--- src/rtl/uart_rx_pkg.sv ---
package uart_rx_pkg;
  localparam int DATA_W      = 8;
  localparam int ENTRY_W     = 12;
  localparam int OVR_BIT     = 11;
  localparam logic [ENTRY_W-1:0] BREAK_ENTRY = 12'h500;

  typedef enum logic [2:0] {
    S_IDLE, S_START, S_DATA, S_PAR, S_STOP, S_WAIT
  } rx_state_e;
endpackage

--- src/rtl/uart_rx_baud.sv ---
module uart_rx_baud #(
  parameter int IW = 16,
  parameter int FW = 6
) (
  input  logic          clk_i,
  input  logic          rst_ni,
  input  logic [IW-1:0] div_int_i,
  input  logic [FW-1:0] div_frac_i,
  output logic          tick_o
);
  logic [IW-1:0] cnt_q;
  logic [FW-1:0] acc_q;
  logic          extra_q;
  logic [IW:0]   lim;
  logic [FW:0]   acc_sum;

  assign lim     = {1'b0, div_int_i} - (IW+1)'(1) + (IW+1)'(extra_q);
  assign acc_sum = {1'b0, acc_q} + {1'b0, div_frac_i};

  always_ff @(posedge clk_i or negedge rst_ni) begin
    if (!rst_ni) begin
      cnt_q   <= '0;
      acc_q   <= '0;
      extra_q <= 1'b0;
      tick_o  <= 1'b0;
    end else if (div_int_i == '0) begin
      cnt_q  <= '0;
      tick_o <= 1'b0;
    end else if ({1'b0, cnt_q} >= lim) begin
      cnt_q   <= '0;
      tick_o  <= 1'b1;
      acc_q   <= acc_sum[FW-1:0];
      extra_q <= acc_sum[FW];  // carry stretches the next period
    end else begin
      cnt_q  <= cnt_q + IW'(1);
      tick_o <= 1'b0;
    end
  end
endmodule

--- src/rtl/uart_rx_fsm.sv ---
module uart_rx_fsm
  import uart_rx_pkg::*;
(
  input  logic                 clk_i,
  input  logic                 rst_ni,
  input  logic                 tick_i,
  input  logic                 rxd_i,
  input  logic                 par_en_i,
  input  logic                 par_odd_i,
  output logic                 push_o,
  output logic [ENTRY_W-2:0]   entry_o,
  output logic                 brk_o
);
  rx_state_e         state_q;
  logic [1:0]        sync_q;
  logic [3:0]        tcnt_q;
  logic [2:0]        bcnt_q;
  logic [DATA_W-1:0] shreg_q;
  logic              pbit_q;
  logic              rx_s;
  logic              is_brk;
  logic              par_bad;

  assign rx_s    = sync_q[1];
  assign is_brk  = ~rx_s & (shreg_q == '0) & ~(par_en_i & pbit_q);
  assign par_bad = par_en_i & ~is_brk & (^shreg_q ^ pbit_q ^ par_odd_i);

  always_ff @(posedge clk_i or negedge rst_ni) begin
    if (!rst_ni) begin
      state_q <= S_IDLE;
      sync_q  <= 2'b11;
      tcnt_q  <= '0;
      bcnt_q  <= '0;
      shreg_q <= '0;
      pbit_q  <= 1'b0;
      push_o  <= 1'b0;
      entry_o <= '0;
      brk_o   <= 1'b0;
    end else begin
      sync_q <= {sync_q[0], rxd_i};
      push_o <= 1'b0;
      brk_o  <= 1'b0;
      unique case (state_q)
        S_IDLE: if (tick_i && !rx_s) begin
          state_q <= S_START;
          tcnt_q  <= '0;
          pbit_q  <= 1'b0;
        end
        S_START: if (tick_i) begin
          if (tcnt_q == 4'd6) begin  // 8th tick of start bit
            tcnt_q  <= '0;
            bcnt_q  <= '0;
            state_q <= rx_s ? S_IDLE : S_DATA;
          end else tcnt_q <= tcnt_q + 4'd1;
        end
        S_DATA: if (tick_i) begin
          if (tcnt_q == 4'd15) begin
            tcnt_q  <= '0;
            shreg_q <= {rx_s, shreg_q[DATA_W-1:1]};
            if (bcnt_q == 3'd7) state_q <= par_en_i ? S_PAR : S_STOP;
            else bcnt_q <= bcnt_q + 3'd1;
          end else tcnt_q <= tcnt_q + 4'd1;
        end
        S_PAR: if (tick_i) begin
          if (tcnt_q == 4'd15) begin
            tcnt_q  <= '0;
            pbit_q  <= rx_s;
            state_q <= S_STOP;
          end else tcnt_q <= tcnt_q + 4'd1;
        end
        S_STOP: if (tick_i) begin
          if (tcnt_q == 4'd15) begin
            tcnt_q  <= '0;
            push_o  <= 1'b1;
            brk_o   <= is_brk;
            entry_o <= {is_brk, par_bad, ~rx_s, shreg_q};
            state_q <= rx_s ? S_IDLE : S_WAIT;
          end else tcnt_q <= tcnt_q + 4'd1;
        end
        S_WAIT: if (rx_s) state_q <= S_IDLE;
        default: state_q <= S_IDLE;
      endcase
    end
  end
endmodule

--- src/rtl/uart_rx_fifo.sv ---
module uart_rx_fifo
  import uart_rx_pkg::*;
#(
  parameter int DEPTH = 32,
  parameter int LW    = $clog2(DEPTH+1)
) (
  input  logic               clk_i,
  input  logic               rst_ni,
  input  logic               fifo_en_i,
  input  logic               push_i,
  input  logic [ENTRY_W-1:0] din_i,
  input  logic               rd_en_i,
  output logic [ENTRY_W-1:0] dout_o,
  output logic               empty_o,
  output logic               full_o,
  output logic [LW-1:0]      level_o
);
  localparam int AW = (DEPTH > 1) ? $clog2(DEPTH) : 1;

  logic [ENTRY_W-1:0] mem_q [DEPTH];
  logic [AW-1:0]      wr_ptr_q, rd_ptr_q, last_idx;
  logic [LW-1:0]      cnt_q, cap;
  logic               rd_fire, wr_ok, ovr;

  function automatic logic [AW-1:0] nxt(input logic [AW-1:0] p);
    return (p == AW'(DEPTH-1)) ? '0 : p + AW'(1);
  endfunction

  assign cap      = fifo_en_i ? LW'(DEPTH) : LW'(1);
  assign full_o   = (cnt_q >= cap);
  assign empty_o  = (cnt_q == '0);
  assign level_o  = cnt_q;
  assign rd_fire  = rd_en_i & ~empty_o;
  assign wr_ok    = push_i & (~full_o | rd_fire);
  assign ovr      = push_i & ~wr_ok;
  assign last_idx = (wr_ptr_q == '0) ? AW'(DEPTH-1) : wr_ptr_q - AW'(1);
  assign dout_o   = mem_q[rd_ptr_q];

  always_ff @(posedge clk_i or negedge rst_ni) begin
    if (!rst_ni) begin
      wr_ptr_q <= '0;
      rd_ptr_q <= '0;
      cnt_q    <= '0;
    end else begin
      if (wr_ok)   wr_ptr_q <= nxt(wr_ptr_q);
      if (rd_fire) rd_ptr_q <= nxt(rd_ptr_q);
      case ({wr_ok, rd_fire})
        2'b10:   cnt_q <= cnt_q + LW'(1);
        2'b01:   cnt_q <= cnt_q - LW'(1);
        default: cnt_q <= cnt_q;
      endcase
    end
  end

  always_ff @(posedge clk_i) begin
    if (wr_ok)    mem_q[wr_ptr_q]          <= din_i;
    else if (ovr) mem_q[last_idx][OVR_BIT] <= 1'b1;
  end
endmodule

--- src/rtl/uart_rx_core.sv ---
module uart_rx_core
  import uart_rx_pkg::*;
#(
  parameter int DEPTH  = 32,
  parameter int DIV_IW = 16,
  parameter int DIV_FW = 6,
  localparam int LW    = $clog2(DEPTH+1)
) (
  input  logic               clk_i,
  input  logic               rst_ni,
  input  logic               rxd_i,
  input  logic [DIV_IW-1:0]  div_int_i,
  input  logic [DIV_FW-1:0]  div_frac_i,
  input  logic               par_en_i,
  input  logic               par_odd_i,
  input  logic               fifo_en_i,
  input  logic               rd_en_i,
  output logic [ENTRY_W-1:0] rd_data_o,
  output logic               empty_o,
  output logic               full_o,
  output logic [LW-1:0]      level_o,
  output logic               break_o
);
  logic               tick;
  logic               push;
  logic [ENTRY_W-2:0] entry;

  uart_rx_baud #(.IW(DIV_IW), .FW(DIV_FW)) baud_i (
    .clk_i, .rst_ni, .div_int_i, .div_frac_i, .tick_o(tick)
  );

  uart_rx_fsm fsm_i (
    .clk_i, .rst_ni, .tick_i(tick), .rxd_i, .par_en_i, .par_odd_i,
    .push_o(push), .entry_o(entry), .brk_o(break_o)
  );

  uart_rx_fifo #(.DEPTH(DEPTH), .LW(LW)) fifo_i (
    .clk_i, .rst_ni, .fifo_en_i, .push_i(push), .din_i({1'b0, entry}),
    .rd_en_i, .dout_o(rd_data_o), .empty_o, .full_o, .level_o
  );
endmodule

--- config.mk ---
export PLATFORM = sky130hd
export DESIGN_NAME = uart_rx_core
export DESIGN_NICKNAME = d
export VERILOG_FILES = /design/src/rtl/uart_rx_pkg.sv /design/src/rtl/uart_rx_baud.sv /design/src/rtl/uart_rx_fsm.sv /design/src/rtl/uart_rx_fifo.sv /design/src/rtl/uart_rx_core.sv
export SDC_FILE = /design/constraint.sdc
export NUM_CORES = 1
export LEC_CHECK = 0
export BUFFER_PORTS_ARGS = -buffer_cell sky130_fd_sc_hd__buf_4
export CAP_MARGIN = 40
export CORE_MARGIN = 4
export CORE_UTILIZATION = 55
export DETAILED_ROUTE_END_ITERATION = 6
export GPL_ROUTABILITY_DRIVEN = 0
export PLACE_DENSITY_LB_ADDON = 0.25
export SYNTH_ARGS = -nofsm -noshare
export SYNTH_HDL_FRONTEND = slang
export SYNTH_SLANG_ARGS = --single-unit
--- constraint.sdc ---
create_clock -name clk_i -period 10.45 [get_ports clk_i]
set_clock_uncertainty 0.1 [all_clocks]
set_input_delay 2.09 -clock clk_i [delete_from_list [all_inputs] [get_ports clk_i]]
set_output_delay 2.09 -clock clk_i [all_outputs]
set_load 0.05 [all_outputs]
# ---- Yosys cells after proc, flatten, opt, wreduce, memory -nomap -nowiden
# Memories as Yosys holds them, arrays and structs flattened.
# Cells that the tools add are included.
dict set report totals {
  register_bits 74
  ram_bits 384
  input_bits 29
  out_inout_bits 21
  wordCells 148
  memories 1
}
# name depth word_bits read_ports rd_ports_with_merged_regs wr line
set memory_table {}
lappend memory_table {fifo_i.mem_q 32 12 1 0 1 uart_rx_fifo.sv:20} ;# logic [ENTRY_W-1:0] mem_q [DEPTH];
dict set report classes {
  n_addsub 11
  order_cmp 2
  eq_ne 25
  muxes 54
  bitwise 18
  reduce_logical 21
}
# op count
set op_table {}
lappend op_table {{3-bit 2-to-1 mux} 18}
lappend op_table {{16-bit 2-to-1 mux} 2}
lappend op_table {{4-bit 2-to-1 mux} 5}
lappend op_table {{5-bit 2-to-1 mux} 4}
lappend op_table {{3-bit one-hot mux with 6 select lines} 1}
lappend op_table {{17-bit by 1-bit adder with 17-bit output} 1}
lappend op_table {{16-bit by 17-bit greater-or-equal comparator with 1-bit output} 1}
lappend op_table {{16-bit by 1-bit subtractor with 17-bit output, second input constant} 1}
lappend op_table {{16-bit by 1-bit adder with 16-bit output, second input constant} 1}
lappend op_table {{16-bit zero test} 1}
lappend op_table {{1-bit 2-to-1 mux} 16}
lappend op_table {{2-bit by 1-bit inequality test with 1-bit output, second input constant} 8}
lappend op_table {{12-bit 2-to-1 mux} 1}
lappend op_table {{4-bit one-hot mux with 3 select lines} 1}
lappend op_table {{6-bit one-hot mux with 2 select lines} 1}
lappend op_table {{12-bit OR reduction} 1}
lappend op_table {{11-bit AND reduction} 1}
lappend op_table {{5-bit by 1-bit adder with 5-bit output, second input constant} 2}
lappend op_table {{5-bit equality test, second input constant} 2}
lappend op_table {{2-bit inequality test, second input constant} 5}
lappend op_table {{3-bit equality test, second input constant} 3}
lappend op_table {{1-bit AND} 8}
lappend op_table {{8-bit zero test} 1}
lappend op_table {{4-bit AND reduction} 2}
lappend op_table {{other kinds (32)} 44}

# ---- Longest topological paths before layout
dict set report logic_depth {
  ltp_word 12
  ltp_mapped 15
  ltp_nobuf 14
}

# ---- Hierarchy
# A second synthesis with hierarchy kept.
dict set report hier_totals {
  cells_unflattened 1206
  area_unflattened_um2 20317.0
}
# mod n_inst cells_each area_per_inst_um2 seq_area_each_um2
set modules_own_cells {}
lappend modules_own_cells {uart_rx_fifo 1 824 16659.7 11931.4}
lappend modules_own_cells {uart_rx_baud 1 209 1983.2 600.6}
lappend modules_own_cells {uart_rx_fsm 1 172 1670.4 853.3}
lappend modules_own_cells {uart_rx_core 1 1 3.8 0.0}

# ---- Worst setup path after synthesis
# Ideal clock, no wire load.
dict set report synth_timing {
  kind {input to output}
  start {input fifo_en_i}
  end {output full_o}
  t_arrival_ps 3141
  t_required_ps 8260
  slack_ps 5119
  stages 5
  path_buffers 0
  path_cell_list {inv_1 -> ha_1 -> o31a_1 -> nor2_1 -> inv_1}
}
dict set report synth_between {
  elab_chain_cells 2
}
# item line
set synth_rtl {}
lappend synth_rtl {{from (decl)} uart_rx_core.sv:16} ;# input logic fifo_en_i,
lappend synth_rtl {{6-bit 2-to-1 mux} uart_rx_fifo.sv:29} ;# assign cap = fifo_en_i ? LW'(DEPTH) : LW'(1);
lappend synth_rtl {{6-bit greater-or-equal comparator} uart_rx_fifo.sv:30} ;# assign full_o = (cnt_q >= cap);
lappend synth_rtl {{to (decl)} uart_rx_core.sv:20} ;# output logic full_o,
# Every way passes these cells.

# ---- Final worst setup path
dict set report layout_timing {
  start {register fifo_i.rd_ptr_q[0]}
  end {output rd_data_o[9]}
}
dict set report layout_between {
  elab_chain_cells 1
}
# item line
set layout_rtl {}
lappend layout_rtl {{from (decl)} uart_rx_fifo.sv:21} ;# logic [AW-1:0] wr_ptr_q, rd_ptr_q, last_idx;
lappend layout_rtl {{from (signal assigned)} uart_rx_fifo.sv:46} ;# if (rd_fire) rd_ptr_q <= nxt(rd_ptr_q);
lappend layout_rtl {{memory read 32 x 12 bit} n/a}
lappend layout_rtl {{to (decl)} uart_rx_core.sv:18} ;# output logic [ENTRY_W-1:0] rd_data_o,
# Every way passes these cells.

==> results.cfg <==
[run_status]
status = finished, final reports clean

[critical_path]
crit_type = register to output pin
arrival_ns = 3.62
cp_max_fo = 30
critPathLaunchType = register
end_kind = output pin
crit_required_ns = 8.26
r2r_setup_slack_ns = 6.47

[floorplan]
die_area_mm2 = 0.0393
core_mm2 = 0.0357
die_h_um = 198
start_util_pct = 55.8
io_pins = 50
fp.dieW_um = 198
rows = 69

[synth]
yosysTopAreaCell = edfxtp_1
yosysTopAreaCellShare_pct = 58.0
synth_async_sr_flop_share_pct = 16.2
postSynthCellCount = 1192
synthesis.nets = 1267
ys.flop_type = edfxtp_1
synth_cell_types = 67
synthTopCellsByArea = edfxtp_1 58%, mux4_2 14%, dfrtp_1 9.1%
syn_area_mm2 = 0.0199
yosysSeqAreaShare_pct = 67.3
syn_area_per_cell_um2 = 16.7
ys.warnings.count = 0
synth_seq_cells = 458
synth_enable_flop_cells = 384

[timing]
tns_ns = 0
fmax_mhz = 172
rsz0062_at_grt = false
drv_slew = 0
tightest_slew_ns = 0.884
period_share_pct = 55.6
finalHoldViolCount = 0
setup_viol = 0
fin_crit_ns = 5.81
relSlewSlack_pct = 41.1

[layout]
nFillCells = 2536
ff_latch_area_mm2 = 0.0134
areaGrowthSynthToFinish_pct = 13.3
mostFrequentLayoutCells = 384 x edfxtp_1, 120 x mux4_2, 111 x nor2_1
final_area_mm2 = 0.0225
nets = 1362
diodes = 0
drive_gt1_share_pct = 24.4
final_common_cell = edfxtp_1
multi_input_area_mm2 = 0.00612

[clocking]
post_cts_buffers = 0
cts_root_buffer = clkbuf_16
holdBufCountCts = 0
clkTransAtPathRegs_ns = 0.06
tritoncts = built
clkLatencyLatePin_ns = 0.55
ctsResizeCount = 0
cts_sinks = 458
cts.path.max_buffers = 3
cts_buffers = 46
htree_levels = 2

[global_route]
grt_pass1_vias = 11058
grt_pass1_wl_um = 64200
overflow = 0
grt.total_usage_pct = 21.6
antenna_found_initial = 0
grt_start_max_net_pins = 60

[power]
p_leak_uw = 0.00676
p_int_uw = 3130
p_sw_uw = 1110
power_frac_seq_pct = 50.1
worst_ir_drop_vdd_v = 0.000182
power.density_mw_per_mm2 = 188
swShare_pct = 26.3
clkPwrFrac_pct = 35.2
combPwrFrac_pct = 14.6

[worst_hold_path]
hold_class = register to register

[placement]
dp_hpwl_um = 26300
dpl_cell_area_mm2 = 0.0212
io_buffer_count = 49

[route]
drtIter0Drc = 907
via_per_inst = 6.00
drc = 0
drtAntennaViolNets = 0
wire_per_inst_um = 23.0
num_vias = 10698
routed_wl_um = 41100
firstDrtPassIters = 5

[flow_run]
drv_cap = 0
-- flip-flops by register name, summed over array words and instances, names as in the netlist, 2 cells and up --
| register | cells |
|---|---|
| baud_i.acc_q | 6 |
| fsm_i.shreg_q | 8 |
| fsm_i.entry_o | 11 |
| fsm_i.state_q | 3 |
| fifo_i.rd_ptr_q | 5 |
| fsm_i.bcnt_q | 3 |
| fsm_i.tcnt_q | 4 |
| fsm_i.sync_q | 2 |
| fifo_i.level_o | 6 |
| fifo_i.wr_ptr_q | 5 |
| fifo_i.mem_q | 384 |
| baud_i.cnt_q | 16 |
-- path summary, 6_finish.rpt --
kind,cells after the start,endpoint,startpoint
worst max register to register,14,baud_i.acc_q[3],baud_i.extra_q
max in group asynchronous,2,fsm_i.sync_q[0],rst_ni
worst min register to register,0,fsm_i.sync_q[1],fsm_i.sync_q[0]
min in group asynchronous,1,fifo_i.level_o[1],rst_ni
worst min-delay path,0,fsm_i.sync_q[1],fsm_i.sync_q[0]
worst max-delay path,5,rd_data_o[9],fifo_i.rd_ptr_q[0]
-- power by group through the flow --
stage          Combinational [uW]  Sequential (uW)  Clock (uW)
6_report                      621             2130        1490
5_1_grt                       680             2140        1610
3_3_place_gp                  545             2210           0
4_1_cts                       632             2130        1530
2_1_floorplan                 489             2110           0
3_5_place_dp                  629             2170           0
-- synthesized netlist by cell type, types with 16 or more instances --
cell / count
xnor2_1: 28
a21oi_1: 17
and2_1: 16
mux2_2: 24
mux4_2: 120
dfrtp_1: 72
nor2_1: 111
nor3_1: 19
o21ai_0: 44
nand3_1: 17
ha_1: 44
inv_1: 38
edfxtp_1: 384
clkbuf_1: 39
nand2_1: 72
-- stage by stage --
stage	instances	hold slack [ns]	util (%)	setup WS, ns	total power (uW)
floorplan	1192	0.245	-	5.12	2600
global placement	1675	0.255	58.4	4.82	2750
detailed placement	1700	0.256	59.4	4.65	2800
CTS	1783	0.265	63.2	4.54	4290
global route	1783	0.266	63.2	4.41	4430
finish	1783	0.262	63.2	4.64	4240
-- final cells by class --
type	count	share of cell area, %
multi-input combinational	640	27.2
timing repair buffer	102	4.13
tap	461	2.56
inverter	39	0.661
sequential	458	59.4
clock inverter	27	0.766
clock buffer	56	5.27
-- worst max-delay path, cell delays in order, from the launching register on --
cell     delay, ns
dfrtp_4       0.80
buf_4         0.62
mux4_2        0.61
mux4_2        0.51
mux2_2        0.31
buf_4         0.20
-- cells by family (layout without fill, tap and decap cells) --
group                    Yosys count  in the layout  synth area share [%]
flip-flops                       458            458                  67.3
AND/OR/NAND/NOR                  301            301                  7.13
multiplexers                     151            151                  15.4
AO/OA/AOI/OAI                    102            102                  3.55
buffers and inverters             94            224                  1.95
adder cells (fa/ha/maj)           46             46                  2.97
XOR/XNOR                          40             40                  1.76
-- per-layer routing --
layer / global-route usage [%] / part of all wire (%) / vias up
met5: 0 / 0 / -
met1: 29.7 / 41 / 5448
li1: - / - / 4817
met3: 4.08 / 7.0 / 63
met2: 36.2 / 50 / 370
met4: 5.30 / 2.1 / 0
(Power assumes the default switching activity.)
